File: config.mk
export PLATFORM = sky130hd
export DESIGN_NAME = dispq_diag
export DESIGN_NICKNAME = d
export VERILOG_FILES = /design/src/rtl/dfd_pkg.sv /design/src/rtl/dfd_store.sv /design/src/rtl/dfd_wr_pack.sv /design/src/rtl/dfd_rd_unpack.sv /design/src/rtl/dispq_diag.sv
export SDC_FILE = /design/constraint.sdc
export NUM_CORES = 1
export LEC_CHECK = 0
export ABC_AREA = 0
export BUFFER_PORTS_ARGS = -buffer_cell sky130_fd_sc_hd__buf_4
export CAP_MARGIN = 10
export CELL_PAD_IN_SITES_DETAIL_PLACEMENT = 1
export CELL_PAD_IN_SITES_GLOBAL_PLACEMENT = 1
export CORE_UTILIZATION = 23
export DETAILED_ROUTE_END_ITERATION = 12
export HOLD_SLACK_MARGIN = 0.06
export PLACE_DENSITY = 0.42
export SYNTH_ARGS = -nofsm -noshare
export SYNTH_HDL_FRONTEND = slang
export SYNTH_SLANG_ARGS = --single-unit
File: constraint.sdc
create_clock -name clk -period 10.7 [get_ports clk]
set_clock_uncertainty 0.05 [all_clocks]
set_input_delay 0.535 -clock clk [delete_from_list [all_inputs] [get_ports clk]]
set_output_delay 0.535 -clock clk [all_outputs]
set_load 0.005 [all_outputs]
File: src/rtl/dfd_pkg.sv
package dfd_pkg;
  localparam int unsigned ENTRY_W = 64;
  localparam int unsigned HALF_W  = ENTRY_W / 2;
  typedef logic [ENTRY_W-1:0] entry_t;
  typedef logic [HALF_W-1:0]  half_t;
endpackage

File: src/rtl/dfd_store.sv
module dfd_store
  import dfd_pkg::*;
#(
  parameter int unsigned DEPTH = 8
) (
  input  logic   clk,
  input  logic   rst_n,
  input  logic   push,
  input  entry_t push_data,
  input  logic   pop,
  output entry_t head,
  output entry_t head_nxt,
  output logic   full,
  output logic   empty
);
  localparam int unsigned AW = $clog2(DEPTH);
  localparam logic [AW:0] PTR_ONE = 1;
  localparam logic [AW-1:0] IDX_ONE = 1;

  logic [AW:0]   wr_q, wr_d, rd_q, rd_d;
  logic [AW-1:0] nxt_idx;
  entry_t        mem [DEPTH];

  always_comb begin
    wr_d = wr_q;
    rd_d = rd_q;
    if (push) wr_d = wr_q + PTR_ONE;
    if (pop)  rd_d = rd_q + PTR_ONE;
  end

  always_ff @(posedge clk or negedge rst_n) begin
    if (!rst_n) begin
      wr_q <= '0;
      rd_q <= '0;
    end else begin
      wr_q <= wr_d;
      rd_q <= rd_d;
    end
  end

  always_ff @(posedge clk) begin
    if (push) mem[wr_q[AW-1:0]] <= push_data;
  end

  assign nxt_idx  = rd_q[AW-1:0] + IDX_ONE;
  assign head     = mem[rd_q[AW-1:0]];
  assign head_nxt = mem[nxt_idx];
  assign empty    = (wr_q == rd_q);
  assign full     = (wr_q[AW] != rd_q[AW]) && (wr_q[AW-1:0] == rd_q[AW-1:0]);
endmodule

File: src/rtl/dfd_wr_pack.sv
module dfd_wr_pack
  import dfd_pkg::*;
(
  input  logic   clk,
  input  logic   rst_n,
  input  logic   act,
  input  logic   clr,
  input  logic   wr,
  input  half_t  wdata,
  output logic   commit,
  output entry_t entry
);
  logic  phase_q, phase_d;
  logic  low_en;
  half_t low_q;

  assign low_en = act && wr && !phase_q;

  always_comb begin
    phase_d = phase_q;
    if (clr)            phase_d = 1'b0;
    else if (act && wr) phase_d = !phase_q;
  end

  always_ff @(posedge clk or negedge rst_n) begin
    if (!rst_n) phase_q <= 1'b0;
    else        phase_q <= phase_d;
  end

  always_ff @(posedge clk) begin
    if (low_en) low_q <= wdata;
  end

  assign commit = act && wr && phase_q;
  assign entry  = {wdata, low_q};
endmodule

File: src/rtl/dfd_rd_unpack.sv
module dfd_rd_unpack
  import dfd_pkg::*;
#(
  parameter int unsigned SHIFT_CLKS = 4
) (
  input  logic   clk,
  input  logic   rst_n,
  input  logic   act,
  input  logic   clr,
  input  logic   rd,
  input  logic   empty,
  input  entry_t head,
  input  entry_t head_nxt,
  output logic   pop,
  output half_t  rdata,
  output logic   busy
);
  localparam int unsigned CW = $clog2(SHIFT_CLKS + 1);
  localparam logic [CW-1:0] CNT_LOAD = CW'(SHIFT_CLKS);
  localparam logic [CW-1:0] CNT_ONE  = 1;

  logic          primed_q, primed_d;
  logic          half_q, half_d;
  logic [CW-1:0] cnt_q, cnt_d;
  logic          take;
  entry_t        latch_q, latch_d;

  assign busy = (cnt_q != '0);
  assign take = act && rd && !busy;
  assign pop  = take && primed_q && half_q && !empty;

  always_comb begin
    primed_d = primed_q;
    half_d   = half_q;
    cnt_d    = cnt_q;
    latch_d  = latch_q;
    if (clr) begin
      primed_d = 1'b0;
      half_d   = 1'b0;
      cnt_d    = '0;
    end else begin
      if (busy) cnt_d = cnt_q - CNT_ONE;
      if (take) begin
        cnt_d = CNT_LOAD;
        if (!primed_q) begin
          primed_d = 1'b1;
          half_d   = 1'b0;
          latch_d  = head;
        end else if (!half_q) begin
          half_d  = 1'b1;
          latch_d = {{HALF_W{1'b0}}, latch_q[ENTRY_W-1:HALF_W]};
        end else begin
          half_d  = 1'b0;
          latch_d = head_nxt;
        end
      end
    end
  end

  always_ff @(posedge clk or negedge rst_n) begin
    if (!rst_n) begin
      primed_q <= 1'b0;
      half_q   <= 1'b0;
      cnt_q    <= '0;
    end else begin
      primed_q <= primed_d;
      half_q   <= half_d;
      cnt_q    <= cnt_d;
    end
  end

  always_ff @(posedge clk) begin
    if (take && !clr) latch_q <= latch_d;
  end

  assign rdata = latch_q[HALF_W-1:0];
endmodule

File: src/rtl/dispq_diag.sv
module dispq_diag
  import dfd_pkg::*;
#(
  parameter int unsigned DEPTH      = 8,
  parameter int unsigned SHIFT_CLKS = 4
) (
  input  logic        clk,
  input  logic        rst_n,
  input  logic        diag_en,
  input  logic        fill_en,
  input  logic        fill_wr,
  input  logic [63:0] fill_data,
  output logic        full,
  input  logic        drain_rd,
  output logic [63:0] drain_data,
  output logic        empty,
  input  logic        reg_wr,
  input  logic [31:0] reg_wdata,
  input  logic        reg_rd,
  output logic [31:0] reg_rdata,
  output logic        busy
);
  logic   diag_act, diag_clr;
  logic   pk_commit, rd_pop;
  logic   push, pop;
  entry_t pk_entry, push_data, head, head_nxt;

  assign diag_act = diag_en && !fill_en;
  assign diag_clr = !diag_en;

  dfd_wr_pack u_pack (
    .clk    (clk),
    .rst_n  (rst_n),
    .act    (diag_act),
    .clr    (diag_clr),
    .wr     (reg_wr),
    .wdata  (reg_wdata),
    .commit (pk_commit),
    .entry  (pk_entry)
  );

  dfd_rd_unpack #(.SHIFT_CLKS(SHIFT_CLKS)) u_unpack (
    .clk      (clk),
    .rst_n    (rst_n),
    .act      (diag_act),
    .clr      (diag_clr),
    .rd       (reg_rd),
    .empty    (empty),
    .head     (head),
    .head_nxt (head_nxt),
    .pop      (rd_pop),
    .rdata    (reg_rdata),
    .busy     (busy)
  );

  always_comb begin
    push      = 1'b0;
    push_data = fill_data;
    if (fill_en) begin
      push = fill_wr && !full;
    end else if (diag_act) begin
      push      = pk_commit && !full;
      push_data = pk_entry;
    end
  end

  assign pop = diag_act ? rd_pop : (drain_rd && !empty);

  dfd_store #(.DEPTH(DEPTH)) u_store (
    .clk       (clk),
    .rst_n     (rst_n),
    .push      (push),
    .push_data (push_data),
    .pop       (pop),
    .head      (head),
    .head_nxt  (head_nxt),
    .full      (full),
    .empty     (empty)
  );

  assign drain_data = head;
endmodule

==> tab_implementation.tex, run 1 <==
\begin{tabular}{lr}
\hline
Metric & Value \\
\hline
\multicolumn{2}{l}{\textbf{Outcome}} \\
\quad Status & complete, no violations \\
\multicolumn{2}{l}{\textbf{Timing}} \\
\quad Setup-failing EPs final & 0 \\
\quad Slew @ Worst Pin & 971.8 ps \\
\quad Max Clock Freq & 0.2417 GHz \\
\quad Final hold slack & 119.3 ps \\
\quad Max\_slew headroom & 35.21\% \\
\quad Shortest period the worst path allows & 4137 ps \\
\quad RSZ-0062 raised after global routing & no \\
\quad Summed negative setup slack over all endpoints & 0 ps \\
\quad Slew Limit Fails & 0 \\
\quad Period utilization & 38.66\% \\
\quad Final count of hold timing violations & 0 \\
\quad Fin worst setup slack & 6563 ps \\
\multicolumn{2}{l}{\textbf{Placed design}} \\
\quad Number of I/O port buffers & 202 \\
\quad DP Wirelength & 55610 um \\
\quad Routability congestion estimate from global placement & 0.7018 \\
\quad Setup Slack @ Placement & 6446 ps \\
\multicolumn{2}{l}{\textbf{Final layout}} \\
\quad Final net count & 1715 \\
\quad Combined area of the multi-input logic cells & 9095 sq um \\
\quad Area Growth Syn to Fin & 20.36\% \\
\quad Sequential cell area & 18620 sq um \\
\quad Antenna diode count & 0 \\
\quad Total of fill cells in the finished design & 12565 \\
\quad Fraction of layout instances using a drive strength above 1 & 44.59\% \\
\multicolumn{2}{l}{\textbf{Die}} \\
\quad Core area & 122000 sq um \\
\quad Floorplan row count & 128 \\
\quad Y dimension of the die & 353.3 um \\
\quad Die area & 124800 sq um \\
\quad Starting utilization of the core area & 23.26\% \\
\quad I/O pin count & 203 \\
\quad Width of the die & 353.3 um \\
\multicolumn{2}{l}{\textbf{Drt}} \\
\quad Routed length per placed instance & 27.77 um \\
\quad Average via count per standard cell & 4.497 \\
\quad Drt initial violations & 1118 \\
\quad Total via count after detailed routing & 14790 \\
\quad Post-route DRC violation count & 0 \\
\quad Initial DRT Pass Iterations & 4 \\
\quad DRT antenna net count & 0 \\
\quad Total detailed-routing wirelength & 91320 um \\
\multicolumn{2}{l}{\textbf{CTS}} \\
\quad Clock tree from TritonCTS & done \\
\quad Clock buffer depth & 3 \\
\quad TritonCTS sink count & 622 \\
\quad CTS HTree Levels & 3 \\
\quad Clock edge transition at the registers on the reported setup and hold paths & 60 ps \\
\quad CTS Buf Count & 75 \\
\quad Worst skew pair latency & 630 ps \\
\quad Root Buffer & sky130\_fd\_sc\_hd\_\_clkbuf\_16 \\
\quad Number of instances resized during post-cts repair & 0 \\
\multicolumn{2}{l}{\textbf{Global route}} \\
\quad Maximum number of pins on one net before global-route repair & 117 \\
\quad Overall global routing resource usage & 14.55\% \\
\quad Remaining global-route overflow & 0 \\
\quad Initial antenna violation count & 7 \\
\quad Wire length of the first global-routing pass & 128500 um \\
\quad Vias in the first global route & 16544 \\
\multicolumn{2}{l}{\textbf{Worst setup path}} \\
\quad Highest cell delay on the worst timing path & 930 ps \\
\quad Slowest cell on crit path & sky130\_fd\_sc\_hd\_\_dfrtp\_4 \\
\quad Critical path type & reg -> out \\
\quad Crit path launch type & flop \\
\quad Worst Path Arrival & 3550 ps \\
\quad Worst path required time & 10120 ps \\
\quad Launching instance or port of the critical path & u\_store.rd\_q[0] \\
\quad Highest net fanout along the worst path & 116 \\
\quad Sequence of cells on the critical path & buf\_12 > mux4\_2 > mux2\_2 > buf\_4 \\
\quad Critical Path Sink Type & primary output \\
\quad Launch instance of the worst register-to-register path & u\_store.rd\_q[1] \\
\multicolumn{2}{l}{\textbf{Power}} \\
\quad Total power per unit cell area & 286.9 nW/um\^{}2 \\
\quad Static Leakage & 0.01106 uW \\
\quad Worst VDD drop & 0.2828 mV \\
\quad Post-route total power & 9802 uW \\
\multicolumn{2}{l}{\textbf{Job}} \\
\quad Number of max-capacitance violations reported & 0 \\
\multicolumn{2}{l}{\textbf{Synth}} \\
\quad Mapped Cells & 1401 \\
\quad Mapped cell area & 28390 sq um \\
\quad Post-Synthesis Net Count & 1509 \\
\quad Number of distinct library cell variants in the gate-level netlist after synthesis & 32 \\
\quad Syn. warnings & 0 \\
\quad Seq/Total Area, Yosys & 65.55\% \\
\quad Flip-flop and latch count after synthesis & 622 \\
\quad Avg Inst Size Synth & 20.26 sq um \\
\multicolumn{2}{l}{\textbf{Min path}} \\
\quad Hold path startpoint & reg\_wdata[2] \\
\quad Worst hold-check path type & in -> reg \\
\hline
\end{tabular}
==> layer usage <==
metal	vias up	track usage (%)	routed length [um]	share of wire (%)
li1	6307	-	-	-
met1	8081	19.22	41120	45
met2	302	24.25	44310	49
met3	96	2.698	3941	4.3
met4	4	4.182	1922	2.1
met5	-	0	27	0.030
==> cell families (layout without fill, tap and decap cells) <==
logic type	count (synthesis)	after routing	share of synthesized area [%]
AOI/OAI and AO/OA	99	99	1.909
xor gates and xnor gates	14	14	0.4584
adders and majority gates	4	4	0.1763
buffers and inverters	138	401	2.684
DFF	622	622	65.55
muxes	451	451	27.76
and+or+nand+nor	73	73	1.459
==> placed cells by master, fill, tap and decap left out, drive strengths merged <==
master         n
a21oi         32
and4b          1
a32oi          1
buf          235
nor2           5
o22ai         32
nor4           1
nand2         11
o21ai         33
dfrtp         14
a211oi         1
edfxtp       608
clkbuf        89
xnor2          8
mux4         256
bufinv         6
and3           1
mux2         130
nor4bb         1
inv           11
nand2b        37
mux2i         65
clkinv        34
dlygate4sd3   26
xor2           6
and2           3
nand3          5
nor3b          2
nand4          1
ha             4
nor3           5
==> critical path, delay by kind of cell, from the launching register on <==
| family | cells | cell delay (ps) |
|---|---|---|
| muxes | 2 | 950 |
| DFF | 1 | 930 |
| buffers and inverters | 2 | 740 |
==> per-stage QoR <==
| step | instances | util [%] | area [sq um] |
|---|---|---|---|
| after floorplan | 1401 | - | 28390 |
| final | 3289 | 28.00 | 34170 |
| after detailed placement | 3129 | 25.87 | 31580 |
| after global routing | 3289 | 28.00 | 34170 |
| after CTS | 3289 | 28.00 | 34170 |
| after global placement | 3129 | 25.87 | 31580 |
==> power breakdown <==
group	total [uW]	internal, uW	leakage (uW)	switching [uW]
logic	4090	2080	0.00424	2010
registers	3250	3000	0.00567	249
clock network	2460	1440	0.00115	1020
==> flip-flops by register name (all words and copies together) (netlist names) <==
name and count:
u_unpack.primed_q 1, u_unpack.cnt_q 3, u_store.rd_q 4, u_store.wr_q 4, u_unpack.latch_q 64, u_pack.phase_q 1
u_store.mem 512, u_unpack.half_q 1, u_pack.low_q 32
==> Yosys cell counts (all sizes together) <==
master | count | area share (%)
nor4bb | 1 | 0.035
nand2 | 11 | 0.15
nor4 | 1 | 0.022
buf | 92 | 2.1
and4b | 1 | 0.035
mux2i | 65 | 2.3
a32oi | 1 | 0.031
a211oi | 1 | 0.026
nor3 | 5 | 0.088
o22ai | 32 | 0.71
mux2 | 130 | 5.2
inv | 6 | 0.079
xor2 | 6 | 0.21
xnor2 | 8 | 0.25
o21ai | 33 | 0.58
ha | 4 | 0.18
nor3b | 2 | 0.053
nor2 | 5 | 0.066
and3 | 1 | 0.022
and2 | 3 | 0.066
nand2b | 37 | 0.82
edfxtp | 608 | 64
dfrtp | 14 | 1.2
nand4 | 1 | 0.022
a21oi | 32 | 0.56
nand3 | 5 | 0.088
mux4 | 256 | 20
clkbuf | 40 | 0.53
==> path summary, 6_finish.rpt <==
check	cells after the start	slack, ps	to
hold reg to reg	1	450	u_store.wr_q[3]
setup / recovery	4	6560	drain_data[43]
max in group asynchronous	2	10120	u_store.rd_q[2]
min in group asynchronous	2	260	u_pack.phase_q
setup reg to reg	7	6590	u_unpack.latch_q[9]
hold / removal	1	120	u_pack.low_q[2]
==> final cells by class <==
| cell class | instances | area share (%) |
|---|---|---|
| Multi-Input combinational cell | 641 | 26.62 |
| Sequential cell | 622 | 54.50 |
| Timing Repair Buffer | 261 | 6.035 |
| Clock buffer | 89 | 5.706 |
| Tap cell | 1625 | 5.951 |
| Clock inverter | 45 | 1.117 |
| Inverter | 6 | 0.07324 |
==> repair_timing <==
item	4_1_cts	5_1_grt
endpoints found under the hold margin	39	0
hold buffers	26	0
setup buffers	0	0
Power figures use the tool's default switching activity.
==> run 2, diff against run 1 <==
==> constraint.sdc (replaced) <==
create_clock -name clk -period 4.12 [get_ports clk]
set_clock_uncertainty 0.05 [all_clocks]
set_input_delay 0.206 -clock clk [delete_from_list [all_inputs] [get_ports clk]]
set_output_delay 0.206 -clock clk [all_outputs]
set_load 0.005 [all_outputs]
==> run 2 against run 1 <==
Net effect:
- via count increased by 3.7%
- non-clock buffer count increased by 92
- sequential share of layout area decreased by 1.9 points
- final cell count increased by 3.1%
- design area increased by 3.7%
- sequential power increased to 2.5 times the previous value
- total power increased to 2.7 times the previous value
- hold slack improved by 32 ps
- critical path depth increased by 1
- register-to-register slack got worse by 5400 ps
- die area unchanged
- critical endpoint is now drain_data[1]
- largest power group unchanged
==> tab_implementation.tex, run 2 (synthesized netlist as in run 1, its figures left out) <==
\begin{tabular}{lr}
\hline
Metric & Value \\
\hline
\multicolumn{2}{l}{\textbf{Final layout}} \\
\quad Most frequent cells in the layout & 608 x sky130\_fd\_sc\_hd\_\_edfxtp\_1, 256 x sky130\_fd\_sc\_hd\_\_mux4\_2, 231 x sky130\_fd\_sc\_hd\_\_buf\_4 (was 608 x sky130\_fd\_sc\_hd\_\_edfxtp\_1, 256 x sky130\_fd\_sc\_hd\_\_mux4\_2, 232 x sky130\_fd\_sc\_hd\_\_buf\_4) \\
\quad Most common cell after layout, fill and taps aside & sky130\_fd\_sc\_hd\_\_edfxtp\_1 (unchanged) \\
\quad Area Growth Syn to Fin & 24.82\% (was 20.36\%) \\
\quad Combined area of the multi-input logic cells & 9131 sq um (was 9095 sq um) \\
\quad Final net count & 1810 (was 1715) \\
\quad Fraction of layout instances using a drive strength above 1 & 43.11\% (was 44.59\%) \\
\quad Total of fill cells in the finished design & 12529 (was 12565) \\
\quad Sequential cell area & 18620 sq um (unchanged) \\
\quad Number of flip-flops under the largest register name & 512 (unchanged) \\
\multicolumn{2}{l}{\textbf{Global route}} \\
\quad Overall global routing resource usage & 14.84\% (was 14.55\%) \\
\quad Top Usage Layer GRT & met2 (unchanged) \\
\quad Vias in the first global route & 17179 (was 16544) \\
\quad Initial antenna violation count & 2 (was 7) \\
\quad M2 GR Usage & 24.49\% (was 24.25\%) \\
\quad Maximum number of pins on one net before global-route repair & 109 (was 117) \\
\quad Remaining global-route overflow & 0 (unchanged) \\
\quad Met3 demand-to-capacity share in global routing & 2.589\% (was 2.698\%) \\
\quad Wire length of the first global-routing pass & 132000 um (was 128500 um) \\
\quad Global Route met1 Usage & 20.03\% (was 19.22\%) \\
\multicolumn{2}{l}{\textbf{Power}} \\
\quad Worst VDD drop & 0.7387 mV (was 0.2828 mV) \\
\quad Proportion of total power due to net switching & 33.45\% (was 33.42\%) \\
\quad Total power per unit cell area & 740.2 nW/um\^{}2 (was 286.9 nW/um\^{}2) \\
\quad Share of total power in combinational logic & 43.2\% (was 41.7\%) \\
\quad Clk network pwr share & 25.6\% (was 25.1\%) \\
\quad Total net switching power & 8773 uW (was 3276 uW) \\
\quad Proportion of power drawn by flip-flops and latches & 31.2\% (was 33.2\%) \\
\quad Static Leakage & 0.01158 uW (was 0.01106 uW) \\
\quad Int Power & 17450 uW (was 6527 uW) \\
\multicolumn{2}{l}{\textbf{Drt}} \\
\quad Average via count per standard cell & 4.523 (was 4.497) \\
\quad Total via count after detailed routing & 15337 (was 14790) \\
\quad Post-route DRC violation count & 0 (unchanged) \\
\quad Drt initial violations & 986 (was 1118) \\
\quad Routed length per placed instance & 27.32 um (was 27.77 um) \\
\quad DRT antenna net count & 0 (unchanged) \\
\quad Initial DRT Pass Iterations & 5 (was 4) \\
\quad Total detailed-routing wirelength & 92630 um (was 91320 um) \\
\multicolumn{2}{l}{\textbf{Die}} \\
\quad Y dimension of the die & 353.3 um (unchanged) \\
\quad Die area & 124800 sq um (unchanged) \\
\quad I/O pin count & 203 (unchanged) \\
\quad Width of the die & 353.3 um (unchanged) \\
\quad Core area & 122000 sq um (unchanged) \\
\quad Starting utilization of the core area & 23.26\% (unchanged) \\
\quad Floorplan row count & 128 (unchanged) \\
\multicolumn{2}{l}{\textbf{CTS}} \\
\quad Worst skew pair latency & 640 ps (was 630 ps) \\
\quad Clock tree from TritonCTS & done (unchanged) \\
\quad Clock buffer depth & 3 (unchanged) \\
\quad Clock edge transition at the registers on the reported setup and hold paths & 60 ps (about the same) \\
\quad Root Buffer & sky130\_fd\_sc\_hd\_\_clkbuf\_16 (unchanged) \\
\quad CTS HTree Levels & 3 (unchanged) \\
\quad CTS Buf Count & 78 (was 75) \\
\quad TritonCTS sink count & 622 (unchanged) \\
\multicolumn{2}{l}{\textbf{Placed design}} \\
\quad Routability congestion estimate from global placement & 0.7284 (was 0.7018) \\
\quad DP Wirelength & 56620 um (was 55610 um) \\
\quad Number of I/O port buffers & 202 (unchanged) \\
\multicolumn{2}{l}{\textbf{Worst setup path}} \\
\quad Slowest cell on crit path & sky130\_fd\_sc\_hd\_\_buf\_4 (was sky130\_fd\_sc\_hd\_\_dfrtp\_4) \\
\quad Launching instance or port of the critical path & u\_store.rd\_q[1] (was u\_store.rd\_q[0]) \\
\quad Critical Path Sink Type & primary output (unchanged) \\
\quad Sequence of cells on the critical path & buf\_4 > buf\_4 > mux4\_2 > mux2\_2 > buf\_4 (was buf\_12 > mux4\_2 > mux2\_2 > buf\_4) \\
\quad Highest cell delay on the worst timing path & 680 ps (was 930 ps) \\
\quad Critical path type & reg -> out (unchanged) \\
\quad Worst path depth & 5 (was 4) \\
\quad Worst path required time & 3860 ps (was 10120 ps) \\
\quad Highest net fanout along the worst path & 44 (was 116) \\
\quad Top cell by count, worst path & sky130\_fd\_sc\_hd\_\_buf\_4 \\
\quad Crit path launch type & flop (unchanged) \\
\quad R2r worst-path depth & 6 (was 7) \\
\quad Worst Path Arrival & 3160 ps (was 3550 ps) \\
\quad Top delay family on crit path & buffers and inverters (was multiplexers) \\
\quad Combined buffer and inverter count along the critical path & 3 (was 2) \\
\quad Launch instance of the worst register-to-register path & u\_store.rd\_q[1] (unchanged) \\
\multicolumn{2}{l}{\textbf{Timing}} \\
\quad Slew Limit Fails & 0 (unchanged) \\
\quad Shortest period the worst path allows & 3414 ps \\
\quad Summed negative setup slack over all endpoints & 0 ps (unchanged) \\
\quad Max\_slew headroom & 31.55\% (was 35.21\%) \\
\quad Max Clock Freq & 0.2929 GHz \\
\quad Setup-failing EPs final & 0 (unchanged) \\
\quad Slew @ Worst Pin & 1027 ps (was 971.8 ps) \\
\quad Final count of hold timing violations & 0 (unchanged) \\
\quad RSZ-0062 raised after global routing & no (unchanged) \\
\quad Final hold slack & 151.0 ps (was 119.3 ps) \\
\quad Period utilization & 82.87\% \\
\multicolumn{2}{l}{\textbf{Outcome}} \\
\quad Status & complete, no violations (unchanged) \\
\multicolumn{2}{l}{\textbf{Min path}} \\
\quad Count of cells along the worst hold path & 5 (was 1) \\
\quad Hold path startpoint & fill\_en (was reg\_wdata[2]) \\
\quad Worst hold-check path type & in -> reg (unchanged) \\
\multicolumn{2}{l}{\textbf{Job}} \\
\quad Number of max-capacitance violations reported & 0 (unchanged) \\
\hline
\end{tabular}
[run 2: cell types whose count changed in the layout (fill, tap and decap cells not counted), sizes merged]
| cell | delta |
|---|---|
| dlygate4sd3 | +78 |
| buf | +14 |
| clkinv | -2 |
| clkbuf | +11 |
| diode | +3 |
| inv | -3 |
| clkinvlp | +1 |
[run 2: per-stage QoR]
stage / instance area [sq um] / utilization [%] / total power [uW] / worst slack (ps) / std cells
5_1_grt: 35420 / 29.03 / 27750 / 551.6 / 3388
6_report: 35430 / 29.03 / 26230 / 705.6 / 3391
4_1_cts: 35420 / 29.03 / 26890 / 583.6 / 3388
3_5_place_dp: 31900 / 26.14 / 19980 / 959.5 / 3143
3_3_place_gp: 31900 / 26.14 / 19950 / 992.0 / 3143
2_1_floorplan: 28420 / - / 15810 / -360.5 / 1401
[run 2: power groups by stage]
stage / Combinational [uW] / Clock, uW / Sequential (uW)
finish: 11300 / 6710 / 8190
global placement: 11600 / 0 / 8300
CTS: 11800 / 6920 / 8200
detailed placement: 11700 / 0 / 8330
global route: 12300 / 7150 / 8250
floorplan: 7730 / 0 / 8080
[run 2: tightest hold or removal path: stages]
cell                       delay [ps]
sky130_fd_sc_hd__buf_4            100
sky130_fd_sc_hd__nor4bb_1          70
sky130_fd_sc_hd__nand2_1          190
sky130_fd_sc_hd__nand2_1          120
sky130_fd_sc_hd__nor2_1           100
[run 2: area by class of cell]
class / count / area share, %
flip-flops and latches: 622 / 52.56
multi-input cells: 641 / 25.77
repair buffers: 353 / 8.850
clock buffers: 100 / 6.007
well taps: 1625 / 5.739
clock inverters: 41 / 0.9853
inverters: 6 / 0.07063
diodes: 3 / 0.02119
[run 2: per-layer routing]
layer	up-vias	part of all wire (%)
met5	-	0
met4	0	1.9
met3	104	3.8
met2	304	49
met1	8402	46
li1	6527	-
[run 2: path summary, 6_finish.rpt]
path | endpoint | slack [ps]
max | drain_data[1] | 710
max reg2reg | u_unpack.latch_q[1] | 1190
min | u_unpack.cnt_q[0] | 150
min in group asynchronous | u_store.rd_q[0] | 720
max in group asynchronous | u_store.rd_q[1] | 2680
min reg2reg | u_store.rd_q[3] | 450
[run 2: timing repair]
action	CTS	global route
buffers inserted	0	0
hold endpoints to repair	567	0
gates resized for setup	0	0
hold buffers	104	0
